<file path="config.mk">
export PLATFORM = sky130hd
export DESIGN_NAME = i2c_regport
export DESIGN_NICKNAME = d
export VERILOG_FILES = /design/src/rtl/i2c_regport.sv
export SDC_FILE = /design/constraint.sdc
export NUM_CORES = 1
export LEC_CHECK = 0
export BUFFER_PORTS_ARGS = -buffer_cell sky130_fd_sc_hd__buf_2
export CAP_MARGIN = 15
export CORE_UTILIZATION = 40
export CTS_BUF_LIST = sky130_fd_sc_hd__clkbuf_8
export CTS_CLUSTER_SIZE = 10
export DETAILED_ROUTE_END_ITERATION = 12
export PLACE_DENSITY = 0.61
export SLEW_MARGIN = 20
export SYNTH_ARGS = -nofsm -noshare
export SYNTH_HDL_FRONTEND = slang
export SYNTH_SLANG_ARGS = --single-unit
</file>
<file path="constraint.sdc">
create_clock -name clk -period 5.4 [get_ports clk]
set_input_delay 1.08 -clock clk [delete_from_list [all_inputs] [get_ports clk]]
set_output_delay 1.08 -clock clk [all_outputs]
set_load 0.03 [all_outputs]
</file>
<file path="src/rtl/i2c_regport.sv">
`timescale 1ns/1ps
module i2c_regport #(
  parameter logic [6:0] DEV_ADDR = 7'h32,
  parameter int BANK_BITS = 4,
  localparam int PW = BANK_BITS + 1
) (
  input  logic          clk,
  input  logic          rst_n,
  input  logic          scl_in,
  input  logic          sda_in,
  output logic          sda_oe,
  output logic [PW-1:0] reg_addr,
  output logic          reg_wr,
  output logic [7:0]    reg_wdata,
  output logic          reg_rd,
  input  logic [7:0]    reg_rdata
);
  typedef enum logic [2:0] {S_IDLE, S_ADDR, S_PTR, S_WDATA, S_RDATA} st_t;

  st_t st;
  logic [1:0] scl_sy, sda_sy;
  logic scl_d, sda_d;
  logic [3:0] bitcnt;
  logic [7:0] sh, tx;
  logic [PW-1:0] ptr;
  logic rw, ack_drv, tx_en;

  function automatic logic [PW-1:0] bump(input logic [PW-1:0] p);
    return {p[PW-1], p[BANK_BITS-1:0] + 1'b1};
  endfunction

  wire scl = scl_sy[1];
  wire sda = sda_sy[1];
  wire scl_rise = scl & ~scl_d;
  wire scl_fall = ~scl & scl_d;
  wire start_c = scl & scl_d & sda_d & ~sda;
  wire stop_c = scl & scl_d & ~sda_d & sda;
  wire byte_end = scl_fall && bitcnt == 4'd8;
  wire ack_end = scl_fall && bitcnt == 4'd9;
  wire matched = sh[7:1] == DEV_ADDR;

  assign sda_oe = ack_drv | (tx_en & ~tx[7]);
  assign reg_addr = ptr;
  assign reg_wdata = sh;
  assign reg_wr = byte_end && st == S_WDATA;
  assign reg_rd = ack_end && ((st == S_ADDR && rw) || st == S_RDATA);

  always_ff @(posedge clk or negedge rst_n) begin
    if (!rst_n) begin
      scl_sy <= 2'b11;
      sda_sy <= 2'b11;
      scl_d <= 1'b1;
      sda_d <= 1'b1;
    end else begin
      scl_sy <= {scl_sy[0], scl_in};
      sda_sy <= {sda_sy[0], sda_in};
      scl_d <= scl;
      sda_d <= sda;
    end
  end

  always_ff @(posedge clk or negedge rst_n) begin
    if (!rst_n) begin
      st <= S_IDLE;
      bitcnt <= '0;
      sh <= '0;
      tx <= '0;
      ptr <= '0;
      rw <= 1'b0;
      ack_drv <= 1'b0;
      tx_en <= 1'b0;
    end else if (start_c || stop_c) begin
      st <= start_c ? S_ADDR : S_IDLE;
      bitcnt <= '0;
      ack_drv <= 1'b0;
      tx_en <= 1'b0;
    end else if (st != S_IDLE) begin
      if (scl_rise) begin
        if (bitcnt < 4'd8) begin
          if (st != S_RDATA) sh <= {sh[6:0], sda};
          bitcnt <= bitcnt + 4'd1;
        end else if (st == S_RDATA && bitcnt == 4'd8) begin
          if (sda) st <= S_IDLE;
          else bitcnt <= 4'd9;
        end
      end
      if (byte_end) begin
        if (st == S_RDATA) begin
          tx_en <= 1'b0;
          ptr <= bump(ptr);
        end else if (st == S_ADDR && !matched) begin
          st <= S_IDLE;
        end else begin
          ack_drv <= 1'b1;
          bitcnt <= 4'd9;
          if (st == S_ADDR) rw <= sh[0];
          if (st == S_PTR) ptr <= sh[PW-1:0];
          if (st == S_WDATA) ptr <= bump(ptr);
        end
      end else if (ack_end) begin
        ack_drv <= 1'b0;
        bitcnt <= '0;
        case (st)
          S_ADDR: if (rw) begin
            st <= S_RDATA;
            tx <= reg_rdata;
            tx_en <= 1'b1;
          end else st <= S_PTR;
          S_PTR: st <= S_WDATA;
          S_RDATA: begin
            tx <= reg_rdata;
            tx_en <= 1'b1;
          end
          default: ;
        endcase
      end else if (scl_fall && st == S_RDATA && bitcnt != 4'd0) begin
        tx <= {tx[6:0], 1'b0};
      end
    end
  end
endmodule


</file>
==> metrics.yaml <==
setup_path:
  critPathMaxFanout: 8
  required_ns: 4.32
  worst-setup-path-type: "flop to output pin"
  ff2ff_path_depth: 5
  arrival_ns: 1.77
  cp-start-kind: "flop"
  cp-end-kind: "output pin"
sta:
  layout_min_cycle_time_ns: 2.85
  tightest_slew_ns: 0.817
  relSlewSlack_pct: 45.5
  maxSlewViolCount: 0
  fin_tns_setup_ns: 0
  hold_viol_final: 0
  fmax_ghz: 0.351
  holdWs_ns: 0.357
  rsz0062_at_grt: "no"
  fin_crit_sh_pct: 52.8
  skew_ns: 0.00608
  setup_viol: 0
cts:
  cts_num_sinks: 37
  cts_setup_buffers: 0
  cts_hold_buf: 0
  cts_buffers: 5
  cts_tree: "done"
  cts_resized: 0
  root_buffer: "clkbuf_8"
  cts_max_level: 2
  clk_pin_slew_worst_paths_ns: 0.07
  insertion_delay_ns: 0.28
  cts_buffer_depth: 2
yosys:
  synth.top_cells.by_area: "dfrtp_1 39%, mux2_2 8.5%, dfstp_2 8.0%"
  synth_edf_count: 0
  synthCells: 179
  ys_async_sr_fraction_pct: 100
  synth_top_area_cell: "dfrtp_1"
  avgSynthCellArea_um2: 11.1
  synth_most_common_cell: "dfrtp_1"
  ys.flop_type: "dfrtp_1"
  ys_types: 51
  ys_warn_count: 0
  synth_nets: 195
  synth_common_cells: "31 x dfrtp_1, 15 x mux2_2, 14 x nor2_1, 10 x inv_1, 9 x mux2_1"
  ys_ff_latch: 37
  netlist_area_um2: 1980
  synth_top_area_share_pct: 39.2
  yosysSeqAreaShare_pct: 47.1
pwr:
  ir_drop_v: 0.000242
  power_mw: 0.865
  powerDensity_nw_per_um2: 377
  power_leakage_nw: 1.05
final_layout:
  diodes: 0
  stdcell_count: 275
  postLayoutCellArea_um2: 2300
  nets: 223
  fillers: 459
  drive_gt1_share_pct: 30.8
  syn_to_final_growth_pct: 15.9
drt:
  first_pass_iters: 4
  dr_total_vias: 1475
  first_iter_violations: 133
  post_drt_wl_per_cell_um: 14.2
  vias_per_cell: 5.36
  drc: 0
  drtAntennaViolNets: 0
  wl_mm: 3.90
floorplan:
  fp.dieW_um: 72.4
  die_area_um2: 5240
  initial_utilization_pct: 41.7
  rows: 25
  core_um2: 4750
  ioPinCount: 28
  die_h_um: 72.4
placed_design:
  placed_cell_area_um2: 2160
  portBuffers: 27
  placedCellCount: 267
  gp_congestion: 0.820
  hpwl_mm: 2.77
grt:
  grt_pass1_vias: 1422
  grt_overflow: 0
  antenna_found_initial: 0
  grt_max_degree: 38
  grt_first_pass_wirelength_mm: 6.70
  grt_usage_pct: 16.7
hold_path:
  min_delay_path_depth: 0
  hold_class: "flop to flop"
job:
  drv_cap: 0
status:
  status: "finished, final reports clean"
==> registers in the layout, indices dropped and copies added (netlist names) <==
signal / flops
rw: 1
scl_sy: 2
scl_d: 1
ack_drv: 1
tx_en: 1
reg_addr: 5
sda_d: 1
bitcnt: 4
reg_wdata: 8
tx: 8
st: 3
sda_sy: 2
==> per-stage QoR <==
step	setup WS [ns]	util (%)
3_5_place_dp	2.85	45.5
5_1_grt	2.45	48.3
4_1_cts	2.53	48.3
2_1_floorplan	2.91	-
6_report	2.55	48.3
3_3_place_gp	2.85	45.5
==> worst paths after layout <==
| check | from | to | slack [ns] |
|---|---|---|---|
| worst max-delay path | scl_d | reg_wr | 2.55 |
| worst min-delay path | scl_sy[0] | scl_sy[1] | 0.36 |
| worst max register to register | bitcnt[1] | reg_addr[4] | 3.41 |
| worst min register to register | scl_sy[0] | scl_sy[1] | 0.36 |
| max in group asynchronous | rst_n | bitcnt[2] | 3.99 |
| min in group asynchronous | rst_n | ack_drv | 0.88 |
==> critical path, stage by stage, from the launching register on <==
cell,delay [ns]
dfstp_2,0.57
and4bb_1,0.41
nand3_1,0.18
nor2_1,0.12
buf_2,0.20
==> power by group <==
| part | internal (mW) | switching [mW] | leakage, nW |
|---|---|---|---|
| registers | 0.318 | 0.0493 | 0.466 |
| clock network | 0.183 | 0.0991 | 0.0681 |
| logic | 0.0828 | 0.132 | 0.513 |
==> layout make-up <==
class	count	area [um2]	share of cell area, %
clock buffers	5	68.8	3.00
multi-input cells	126	972	42.3
repair buffers	27	135	5.89
flip-flops and latches	37	933	40.7
inverters	10	37.5	1.63
well taps	67	83.8	3.65
clock inverters	3	65.1	2.83
==> cells in the final DEF (no fill, tap or decap), types with 2 or more instances in the layout <==
| master | n |
|---|---|
| dfrtp_1 | 31 |
| buf_2 | 27 |
| mux2_2 | 15 |
| nor2_1 | 14 |
| inv_1 | 10 |
| mux2_1 | 9 |
| nand2_1 | 8 |
| a21oi_1 | 7 |
| nand3_1 | 6 |
| dfstp_2 | 6 |
| mux2i_1 | 5 |
| clkbuf_8 | 5 |
| nand2b_1 | 4 |
| nor3_1 | 4 |
| ha_1 | 4 |
| o22ai_1 | 3 |
| nand4_1 | 3 |
| nand3b_1 | 2 |
| nor2b_1 | 2 |
| nor3b_2 | 2 |
| a22oi_1 | 2 |
| or4_1 | 2 |
| a311oi_1 | 2 |
| nor3b_1 | 2 |
| or3_1 | 2 |
| o2bb2ai_1 | 2 |
| a211o_1 | 2 |
| o22a_1 | 2 |
| o21a_1 | 2 |
| bufinv_16 | 2 |
==> layer usage <==
layer / vias to the layer above / part of all wire [%] / global-route usage (%)
met5: - / 0 / 0
met4: 0 / 0.92 / 7.19
met3: 4 / 4.8 / 2.92
met2: 48 / 47 / 25.0
met1: 712 / 47 / 23.9
li1: 711 / - / -
==> logic make-up (layout without fill, tap and decap cells) <==
group | after synthesis | after routing | synth area share (%)
AOI/OAI and AO/OA | 30 | 30 | 10.9
xor gates and xnor gates | 1 | 1 | 0.442
adders and majority gates | 4 | 4 | 2.53
buffers and inverters | 16 | 45 | 3.79
DFF | 37 | 37 | 47.1
muxes | 29 | 29 | 16.2
and+or+nand+nor | 62 | 62 | 19.0
(Power assumes the default switching activity.)
